### config.mk
export PLATFORM = sky130hd
export DESIGN_NAME = hwcur_overlay
export DESIGN_NICKNAME = d
export VERILOG_FILES = /design/src/rtl/hwcur_pkg.sv /design/src/rtl/hwcur_regs.sv /design/src/rtl/hwcur_fetch.sv /design/src/rtl/hwcur_blend.sv /design/src/rtl/hwcur_overlay.sv
export SDC_FILE = /design/constraint.sdc
export NUM_CORES = 1
export LEC_CHECK = 0
export BUFFER_PORTS_ARGS = -buffer_cell sky130_fd_sc_hd__buf_2
export CAP_MARGIN = 10
export CORE_ASPECT_RATIO = 2
export CORE_UTILIZATION = 60
export DETAILED_ROUTE_END_ITERATION = 6
export PLACE_DENSITY = 0.8
export SLEW_MARGIN = 5
export SYNTH_ARGS = -nofsm -noshare
export SYNTH_HDL_FRONTEND = slang
export SYNTH_SLANG_ARGS = --single-unit
### constraint.sdc
create_clock -name clk -period 4.9 [get_ports clk]
set_input_delay 0.98 -clock clk [delete_from_list [all_inputs] [get_ports clk]]
set_output_delay 0.98 -clock clk [all_outputs]
set_load 0.01 [all_outputs]
### src/rtl/hwcur_pkg.sv
package hwcur_pkg;

  typedef enum logic [2:0] {
    SEL_BASE  = 3'd0,
    SEL_POS   = 3'd1,
    SEL_CLR0  = 3'd2,
    SEL_CLR1  = 3'd3,
    SEL_CTRL  = 3'd4,
    SEL_HEXT  = 3'd5,
    SEL_VEND  = 3'd6
  } csel_e;

  localparam logic [26:0] BASE_KEEP = 27'h7FF_FFF0;

  typedef struct packed {
    logic [26:0] base;
    logic [13:0] px;
    logic [11:0] py;
    logic [23:0] c0;
    logic [23:0] c1;
    logic        en;
    logic [10:0] hext;
    logic [11:0] vend;
  } cur_cfg_t;

  // visible line width in pixels from the horizontal extent field
  function automatic logic [14:0] line_width(input logic [10:0] h);
    return {1'b0, h, 3'b000} + 15'd8;
  endfunction

  // pos lies in [lo, lo+len)
  function automatic logic in_span(input logic [15:0] pos, input logic [15:0] lo,
                                   input logic [15:0] len);
    return (pos >= lo) && (pos < lo + len);
  endfunction

  // two-plane decode
  function automatic logic [31:0] paint(input logic [31:0] bg, input logic a_bit,
                                        input logic x_bit, input logic [23:0] c0,
                                        input logic [23:0] c1);
    if (a_bit) return x_bit ? ~bg : bg;
    return {8'hFF, (x_bit ? c1 : c0)};
  endfunction

endpackage

### src/rtl/hwcur_regs.sv
module hwcur_regs
  import hwcur_pkg::*;
(
  input  logic        clk,
  input  logic        rst_n,
  input  logic        wr_en,
  input  logic [2:0]  wr_sel,
  input  logic [31:0] wr_data,
  input  logic        frame_start,
  output cur_cfg_t    act,
  output logic        lock,
  output logic        reload_apply
);

  logic [26:0] base_q;
  logic        lock_q;
  logic [13:0] px_q;
  logic [11:0] py_q;
  logic [23:0] c0_q, c1_q;
  logic        en_q;
  logic [10:0] hext_q;
  logic [11:0] vend_q;
  logic        unlock_evt;
  logic        unused_wbits;

  assign lock = lock_q;
  assign unlock_evt = wr_en && (csel_e'(wr_sel) == SEL_POS) && !wr_data[31] && lock_q;
  assign unused_wbits = ^{wr_data[30], wr_data[15:12]};

  always_ff @(posedge clk) begin
    if (!rst_n) begin
      base_q <= '0; lock_q <= 1'b0; px_q <= '0; py_q <= '0;
      c0_q <= '0; c1_q <= '0; en_q <= 1'b0; hext_q <= '0; vend_q <= '0;
    end else if (wr_en) begin
      case (csel_e'(wr_sel))
        SEL_BASE: begin
          base_q <= wr_data[26:0] & BASE_KEEP;
          lock_q <= wr_data[31];
        end
        SEL_POS: begin
          px_q   <= wr_data[29:16];
          py_q   <= wr_data[11:0];
          lock_q <= wr_data[31];
        end
        SEL_CLR0: c0_q   <= wr_data[23:0];
        SEL_CLR1: c1_q   <= wr_data[23:0];
        SEL_CTRL: en_q   <= wr_data[0];
        SEL_HEXT: hext_q <= wr_data[26:16];
        SEL_VEND: vend_q <= wr_data[27:16];
        default: ;
      endcase
    end
  end

  always_ff @(posedge clk) begin
    if (!rst_n) reload_apply <= 1'b0;
    else        reload_apply <= unlock_evt;
  end

  // live copy, loaded at frame start or on an unlock
  always_ff @(posedge clk) begin
    if (!rst_n) begin
      act <= '0;
    end else begin
      if (frame_start) begin
        act.en   <= en_q;
        act.hext <= hext_q;
        act.vend <= vend_q;
      end
      if ((frame_start && !lock_q) || reload_apply) begin
        act.base <= base_q;
        act.px   <= px_q;
        act.py   <= py_q;
        act.c0   <= c0_q;
        act.c1   <= c1_q;
      end
    end
  end

endmodule

### src/rtl/hwcur_fetch.sv
module hwcur_fetch
  import hwcur_pkg::*;
#(
  parameter int AW    = 27,
  parameter int CUR_W = 64
) (
  input  logic              clk,
  input  logic              rst_n,
  input  logic              frame_start,
  input  logic              go,
  input  logic [11:0]       go_y,
  input  cur_cfg_t          act,
  output logic              mem_req,
  output logic [AW-1:0]     mem_addr,
  input  logic              mem_rvalid,
  input  logic [7:0]        mem_rdata,
  output logic [CUR_W-1:0]  and_row,
  output logic [CUR_W-1:0]  xor_row,
  output logic              row_ok,
  output logic              busy
);

  localparam int PB = CUR_W / 8;
  localparam int LB = 2 * PB;
  localparam int CW = $clog2(LB);
  localparam int RW = $clog2(CUR_W);

  typedef enum logic [1:0] {F_IDLE, F_ISSUE, F_WAIT} fst_e;

  fst_e          st;
  logic [CW-1:0] cnt;
  logic [AW-1:0] line_addr;
  logic [7:0]    buf_q [LB];
  logic [12:0]   dy;
  logic          row_hit;
  logic          unused_cfg;

  assign unused_cfg = ^{act.px, act.c0, act.c1, act.hext};

  assign dy      = {1'b0, go_y} - {1'b0, act.py};
  assign row_hit = act.en && (go_y >= act.py) && (dy < 13'(CUR_W)) && (go_y <= act.vend);

  assign mem_req  = (st == F_ISSUE);
  assign mem_addr = line_addr + AW'(cnt);
  assign busy     = (st != F_IDLE);

  always_ff @(posedge clk) begin
    if (!rst_n) begin
      st <= F_IDLE; cnt <= '0; line_addr <= '0; row_ok <= 1'b0;
    end else begin
      if (frame_start) row_ok <= 1'b0;
      case (st)
        F_IDLE: if (go) begin
          row_ok <= 1'b0;
          if (row_hit) begin
            line_addr <= AW'(act.base) + AW'(dy[RW-1:0]) * AW'(LB);
            cnt       <= '0;
            st        <= F_ISSUE;
          end
        end
        F_ISSUE: st <= F_WAIT;
        F_WAIT: if (mem_rvalid) begin
          cnt <= cnt + 1'b1;
          if (cnt == CW'(LB - 1)) begin
            st     <= F_IDLE;
            row_ok <= 1'b1;
          end else begin
            st <= F_ISSUE;
          end
        end
        default: st <= F_IDLE;
      endcase
    end
  end

  always_ff @(posedge clk) begin
    if (!rst_n) begin
      for (int i = 0; i < LB; i++) buf_q[i] <= '0;
    end else if (st == F_WAIT && mem_rvalid) begin
      buf_q[cnt] <= mem_rdata;
    end
  end

  for (genvar k = 0; k < PB; k++) begin : g_byte
    for (genvar b = 0; b < 8; b++) begin : g_bit
      assign and_row[k*8 + b] = buf_q[k][7-b];
      assign xor_row[k*8 + b] = buf_q[PB + k][7-b];
    end
  end

endmodule

### src/rtl/hwcur_blend.sv
module hwcur_blend
  import hwcur_pkg::*;
#(
  parameter int CUR_W = 64
) (
  input  logic              clk,
  input  logic              rst_n,
  input  logic              pix_valid,
  input  logic [13:0]       pix_x,
  input  logic [31:0]       pix_in,
  input  cur_cfg_t          act,
  input  logic              row_ok,
  input  logic [CUR_W-1:0]  and_row,
  input  logic [CUR_W-1:0]  xor_row,
  output logic              pix_out_valid,
  output logic [31:0]       pix_out,
  output logic              hit,
  output logic              and_bit,
  output logic              xor_bit
);

  localparam int RW = $clog2(CUR_W);

  logic [RW-1:0] col;
  logic          in_win;
  logic          in_line;
  logic          unused_cfg;

  assign unused_cfg = ^{act.base, act.py, act.vend};

  assign col     = RW'(pix_x - act.px);
  assign in_win  = in_span({2'b00, pix_x}, {2'b00, act.px}, 16'(CUR_W));
  assign in_line = {1'b0, pix_x} < line_width(act.hext);
  assign hit     = pix_valid && row_ok && act.en && in_win && in_line;
  assign and_bit = and_row[col];
  assign xor_bit = xor_row[col];

  always_ff @(posedge clk) begin
    if (!rst_n) begin
      pix_out_valid <= 1'b0;
      pix_out       <= '0;
    end else begin
      pix_out_valid <= pix_valid;
      if (pix_valid)
        pix_out <= hit ? paint(pix_in, and_bit, xor_bit, act.c0, act.c1) : pix_in;
    end
  end

endmodule

### src/rtl/hwcur_overlay.sv
module hwcur_overlay
  import hwcur_pkg::*;
#(
  parameter int AW    = 27,
  parameter int CUR_W = 64
) (
  input  logic          clk,
  input  logic          rst_n,
  input  logic          reg_wr,
  input  logic [2:0]    reg_sel,
  input  logic [31:0]   reg_wdata,
  input  logic          frame_start,
  input  logic          line_fetch,
  input  logic [11:0]   line_fetch_y,
  output logic          mem_req,
  output logic [AW-1:0] mem_addr,
  input  logic          mem_rvalid,
  input  logic [7:0]    mem_rdata,
  input  logic          pix_valid,
  input  logic [13:0]   pix_x,
  input  logic [31:0]   pix_in,
  output logic          pix_out_valid,
  output logic [31:0]   pix_out
);

  cur_cfg_t          act_cfg;
  logic              cfg_lock;
  logic              reload_apply;
  logic [CUR_W-1:0]  and_row, xor_row;
  logic              row_ok, fetch_busy;
  logic              ovl_hit, ovl_and, ovl_xor;
  logic              act_en;
  logic [10:0]       act_hext;
  logic [25:0]       act_pos;

  assign act_en   = act_cfg.en;
  assign act_hext = act_cfg.hext;
  assign act_pos  = {act_cfg.px, act_cfg.py};

  hwcur_regs u_regs (
    .clk, .rst_n,
    .wr_en(reg_wr), .wr_sel(reg_sel), .wr_data(reg_wdata),
    .frame_start,
    .act(act_cfg), .lock(cfg_lock), .reload_apply(reload_apply)
  );

  hwcur_fetch #(.AW(AW), .CUR_W(CUR_W)) u_fetch (
    .clk, .rst_n, .frame_start,
    .go(line_fetch), .go_y(line_fetch_y), .act(act_cfg),
    .mem_req, .mem_addr, .mem_rvalid, .mem_rdata,
    .and_row, .xor_row, .row_ok, .busy(fetch_busy)
  );

  hwcur_blend #(.CUR_W(CUR_W)) u_blend (
    .clk, .rst_n, .pix_valid, .pix_x, .pix_in,
    .act(act_cfg), .row_ok, .and_row, .xor_row,
    .pix_out_valid, .pix_out,
    .hit(ovl_hit), .and_bit(ovl_and), .xor_bit(ovl_xor)
  );

endmodule

---- Word level (Yosys, flattened, before mapping) ----
Memory sizes are Yosys's and may differ from the RTL's.
Cells that the tools add are included.
storage, ports and cells
  output and inout port bits .............. 61
  bits in writable memories ............... 128
  memories kept ........................... 1
  input bits .............................. 108
  logic and storage cells ................. 117
  flip-flop bits (word level) ............. 311
operators by class
  mux-type cells .......................... 33
  $lt $le $gt $ge ......................... 7
  bitwise logic cells ..................... 1
  add/subtract/negate cells ............... 7
  reduce and logical (&&, ||, !) cells .... 32
  equal/unequal tests ..................... 12
memories
  memory         depth  width  read ports  clocked after memory_dff  wr ports  RTL line           source
  u_fetch.buf_q  16     8      16          0                         16        hwcur_fetch.sv:33  logic [7:0] buf_q [LB];
operator list
  cell                                                                           number
  32-bit two-way mux                                                             4
  32-bit inverter                                                                1
  14-bit by 15-bit less-than comparator with 1-bit output                        2
  27-bit by 10-bit adder with 27-bit output                                      1
  27-bit by 4-bit adder with 27-bit output                                       1
  24-bit two-way mux                                                             1
  4-bit two-way mux                                                              4
  2-bit AND reduction                                                            8
  14-bit by 4-bit adder with 15-bit output, second input constant                1
  14-bit by 7-bit adder with 15-bit output, second input constant                1
  1-bit two-way mux                                                              15
  14-bit >= comparator                                                           1
  1-bit logical AND                                                              13
  13-bit by 7-bit less-than comparator with 1-bit output, second input constant  1
  12-bit by 12-bit subtractor with 13-bit output                                 1
  1-bit binary-select mux with 6-bit select                                      2
  12-bit >= comparator                                                           1
  12-bit <= comparator                                                           1
  3-bit equality test, second input constant                                     3
  8-bit two-way mux                                                              1
  4-bit case mux with 2 select lines                                             1
  8-bit OR reduction                                                             1
  6-bit by 7-bit less-than comparator with 1-bit output, second input constant   1
  3-bit by 2-bit equality test with 1-bit output, second input constant          2
  19 further kinds                                                               24

---- Longest topological paths before layout ----
  depth in word-level cells ............... 8
  mapped depth ............................ 18
  depth with buffers taken out ............ 17

---- Hierarchy ----
A second synthesis with hierarchy kept.
second synthesis, totals
  cells, all modules ...................... 2177
  area total of the unflattened synthesis .. 21904.8 um2
by module, submodules not included
  module       area an instance (um2)  cells an instance  times used  sequential area each (um2)
  hwcur_regs   8883.5                  939                1           4884.7
  hwcur_fetch  8421.8                  761                1           4524.3
  hwcur_blend  4599.4                  477                1           660.6

---- Worst setup path after synthesis ----
OpenSTA, ideal clock, no wires.
  kind .................................... input -> register
  from .................................... input port pix_x[0]
  to ...................................... register u_blend.pix_out[13]
  arrival time ............................ 3.720 ns
  stages .................................. 15
  path slack .............................. 1.064 ns
  data required time ...................... 4.785 ns
  cell sequence ........................... inv_1 ha_1 inv_1 fa_1 buf_1 mux4_2 mux2i_1 mux2i_1 mux2i_1 mux2i_4 buf_6 buf_6 mux2i_1 o221ai_1 and3_1
on the way
  word-level cells in the longest chain between the ends .. 8
  elaborated cells on any way between the ends .. 19
  those cells by class .................... add/sub (1); order compare (3); mux (12); reduce/logical (3)
ends and longest elaborated chain
  item                                       RTL line             source
  start: declaration                         hwcur_overlay.sv:20  input logic [13:0] pix_x,
  6-bit subtractor                           hwcur_blend.sv:31    assign col = RW'(pix_x - act.px);
  1-bit binary-select mux with 6-bit select  hwcur_blend.sv:35    assign and_bit = and_row[col];
  1-bit two-way mux (implied by the code)    hwcur_blend.sv:35
  1-bit two-way mux                          hwcur_pkg.sv:41      if (a_bit) return x_bit ? ~bg : bg;
  1-bit two-way mux                          hwcur_blend.sv:44    if (pix_valid)
  1-bit two-way mux                          hwcur_blend.sv:39    if (!rst_n) begin
  32-bit two-way mux                         hwcur_pkg.sv:42      return {8'hFF, (x_bit ? c1 : c0)};
  32-bit two-way mux (*)                     hwcur_blend.sv:45    pix_out <= hit ? paint(pix_in, and_bit, xor_bit, act.c0, act.c1) : pix_in;
  end signal: assignment                     hwcur_blend.sv:45
  end: declaration                           hwcur_blend.sv:16    output logic [31:0] pix_out,
Every way passes the cells marked *; elsewhere a longest branch is shown, timed or not. The select of a mux whose other input is x is not followed.
A chain may end at the register's enable or synchronous reset.

---- Worst setup path after layout ----
  from .................................... input port pix_x[0]
  to ...................................... register u_blend.pix_out[23]
The elaborated chain is that of the path after synthesis.

==> flow_summary.toml <==
[status]
status = "finished clean"

[clock_network]
postCtsSetupBuffers = 0
number_of_buffers_created_by_cts = 38
clockRootBuffer = "sky130_fd_sc_hd__clkbuf_16"
cts_htree_levels = 2
post_cts_hold_buffer_count = 0
max_buffers_root_to_sink = 3
clk_latency_ns = 0.55
cts.repair.resized = 0
cts_tree = "built"
path_clk_slew_ns = 0.07
cts_sinks = 435

[yosys]
ys_types = 73
postSynthRegisterBits = 435
syn_inst = 2178
average_footprint_of_a_synthesized_cell_um2 = 9.68
syn_nets = 2357
asyncSetResetFlopFracSynth = 0
synth-edff-count = 128
synthesis.yosys.warnings = 0
netlist_area_um2 = 21100
synth-seq-area-share = 0.474
synth-main-ff-cell = "sky130_fd_sc_hd__dfxtp_1"

[placed_design]
pre_cts_ws_ns = 0.389
dpl-instance-area_um2 = 22200
portBuffers = 167
dp_hpwl_um = 38600
place.gp.congestion = 0.924

[cells_and_area]
nFillCells = 2651
post_layout_instance_area_um2 = 23400
layout_common_cells = "sky130_fd_sc_hd__nand2_1, sky130_fd_sc_hd__dfxtp_1, sky130_fd_sc_hd__a21boi_0"
final_core_util = 0.679
ff_latch_area_um2 = 9990
area_delta_synth_final_pct = 11.0
mostFrequentLayoutCell = "sky130_fd_sc_hd__nand2_1"
drive_above_1_share = 0.129
multi_input_comb_area_um2 = 10200
layout.nets = 2458

[sta]
fin_tns_setup_ns = 0
tightestPinTransition_ns = 1.20
clock.fmax_mhz = 250
period_minus_slack_ns = 4.00
slew_headroom = 0.200
count_of_final_hold_check_violations = 0
rsz0062_at_grt = "no"
slew_violations = 0
setup_violations = 0
fin_clk_skew_ns = 0.0168
fin_crit_sh = 0.816
fin_ws_ns = 0.900

[die]
floorplan.rows = 96
floorplan.core_area_um2 = 34500
die-height_um = 267
fp.dieW_um = 135
initial_core_utilization = 0.612
total_die_area_um2 = 35900
i_o_pin_total = 169

[worst_setup_path]
critPathSlowestCell = "sky130_fd_sc_hd__fa_1"
path_cells = "buf_2 > inv_1 > ha_2 > inv_1 > fa_1 > buf_4 > mux4_2 > mux2i_1 > mux2i_1 > mux2i_1 > mux2i_4 > buf_4 > nand2b_1 > a21oi_1 > o31ai_1"
cpPeakStageDelay_ns = 0.67
critical-path-top-delay-family = "multiplexers"
crit_path_max_fanout = 20
timing.critical_path.buf_inv = 5
path_class = "in2reg"
timing.critical_path.mode_cell = "sky130_fd_sc_hd__mux2i_1"
cp-end-kind = "flip-flop"
required_ns = 5.35
startpoint_type = "primary input"
cp_data_arrival_time_ns = 4.45

[power]
irDropWorstVdd_mv = 0.328
total_power_uw = 7700
static_power_due_to_leakage_uw = 0.00892
power_density_nw_per_um2 = 329

[routing]
avgViaCountPerCell = 5.82
detailedRoute.firstPassIterationCount = 5
vias = 16000
ant_nets = 0
finalWirelength_um = 54100
post-route-drc-count = 0
post_drt_wl_per_cell_um = 19.7
drt_iter0_drc = 1019

[job]
max_cap_viol_count = 0

[global_routing]
grt-ovfl-total = 0
track_usage = 0.307
grt_first_pass_wirelength_um = 84800
grt_start_max_net_pins = 154
vias_in_the_first_global_route = 16400
antenna_found_initial = 7

[min_path]
worst_hold_path_type = "reg2reg"
==> through the flow <==
step	hold WS, ns	std cells
after floorplan	0.424	2178
after global placement	0.434	2680
after detailed placement	0.440	2680
after CTS	0.448	2747
after global routing	0.465	2751
final	0.444	2754
==> worst min-delay path, stage by stage, from the launching register on <==
cell and delay (ns):
sky130_fd_sc_hd__dfxtp_1 0.32, sky130_fd_sc_hd__nand2_1 0.06, sky130_fd_sc_hd__nor3_1 0.03
==> per-layer routing <==
layer,wire [um],up-vias,global-route usage
met5,20,-,0
met4,3820,4,0.205
met3,2430,179,0.0443
met1,18200,7710,0.296
met2,29700,453,0.591
li1,-,7684,-
==> cell families after synthesis <==
kind of cell / after synthesis / share of synthesized area
AOI/OAI and AO/OA: 415 / 0.140
xor gates and xnor gates: 50 / 0.0215
muxes: 150 / 0.0914
adders and majority gates: 71 / 0.0432
buffers and inverters: 215 / 0.0416
DFF: 435 / 0.474
and+or+nand+nor: 842 / 0.188
==> registers in the layout (all words and copies together) (netlist names), 11 cells and up <==
signal             flops
u_regs.hext_q         11
u_blend.pix_out       32
u_regs.base_q         23
u_regs.vend_q         12
u_regs.c1_q           24
u_regs.c0_q           24
u_fetch.buf_q        128
u_regs.py_q           12
u_fetch.line_addr     23
u_regs.act           121
u_regs.px_q           14
==> report_power, final <==
part | internal (uW) | leakage [uW] | switching [uW] | total (uW)
clock network | 1670 | 0.000581 | 1310 | 2970
logic | 358 | 0.00462 | 531 | 890
registers | 3800 | 0.00372 | 43.4 | 3840
==> cell type report <==
type / count / share of cell area
Tap cell: 441 / 0.0236
Timing Repair Buffer: 190 / 0.0455
Inverter: 86 / 0.0138
Clock buffer: 59 / 0.0489
Clock inverter: 8 / 0.00305
Multi-Input combinational cell: 1528 / 0.438
Antenna cell: 7 / 0.000748
Sequential cell: 435 / 0.427
==> synthesized netlist by cell type (4+ instances only) <==
| library cell | n | area share |
|---|---|---|
| sky130_fd_sc_hd__o21a_1 | 12 | 0.0043 |
| sky130_fd_sc_hd__nand2b_1 | 12 | 0.0036 |
| sky130_fd_sc_hd__a21o_1 | 19 | 0.0068 |
| sky130_fd_sc_hd__a21boi_0 | 219 | 0.078 |
| sky130_fd_sc_hd__xor2_1 | 18 | 0.0075 |
| sky130_fd_sc_hd__clkbuf_1 | 105 | 0.019 |
| sky130_fd_sc_hd__o21ai_0 | 42 | 0.010 |
| sky130_fd_sc_hd__buf_2 | 11 | 0.0026 |
| sky130_fd_sc_hd__nand2_1 | 465 | 0.083 |
| sky130_fd_sc_hd__nor3b_1 | 4 | 0.0014 |
| sky130_fd_sc_hd__ha_1 | 68 | 0.040 |
| sky130_fd_sc_hd__nand4b_1 | 4 | 0.0017 |
| sky130_fd_sc_hd__nor3_1 | 13 | 0.0031 |
| sky130_fd_sc_hd__a31oi_1 | 27 | 0.0080 |
| sky130_fd_sc_hd__o221ai_1 | 22 | 0.0091 |
| sky130_fd_sc_hd__nor4_1 | 6 | 0.0018 |
| sky130_fd_sc_hd__nor2_1 | 53 | 0.0094 |
| sky130_fd_sc_hd__buf_6 | 7 | 0.0037 |
| sky130_fd_sc_hd__nand3_1 | 31 | 0.0074 |
| sky130_fd_sc_hd__mux2i_1 | 116 | 0.055 |
| sky130_fd_sc_hd__mux4_2 | 32 | 0.034 |
| sky130_fd_sc_hd__a21oi_1 | 35 | 0.0083 |
| sky130_fd_sc_hd__edfxtp_1 | 128 | 0.18 |
| sky130_fd_sc_hd__nor2b_1 | 59 | 0.018 |
| sky130_fd_sc_hd__and2_1 | 132 | 0.039 |
| sky130_fd_sc_hd__dfxtp_1 | 307 | 0.29 |
| sky130_fd_sc_hd__o21bai_1 | 4 | 0.0014 |
| sky130_fd_sc_hd__o31ai_1 | 4 | 0.0014 |
| sky130_fd_sc_hd__and3_1 | 34 | 0.010 |
| sky130_fd_sc_hd__xnor2_1 | 30 | 0.012 |
| sky130_fd_sc_hd__buf_1 | 5 | 0.00089 |
| sky130_fd_sc_hd__nand4_1 | 7 | 0.0021 |
| sky130_fd_sc_hd__inv_1 | 86 | 0.015 |
==> worst paths after layout <==
check / endpoint / from / slack [ns] / cells past startpoint
setup / recovery: u_blend.pix_out[23]$_SDFFE_PN0P_ / pix_x[0] / 0.90 / 15
setup reg to reg: u_blend.pix_out[23]$_SDFFE_PN0P_ / u_regs.act[84]$_SDFFE_PN0P_ / 1.13 / 13
hold / removal: u_regs.reload_apply$_SDFF_PN0_ / u_regs.lock$_SDFFE_PN0P_ / 0.44 / 2
hold reg to reg: u_regs.reload_apply$_SDFF_PN0_ / u_regs.lock$_SDFFE_PN0P_ / 0.44 / 2
Power figures use the tool's default switching activity.
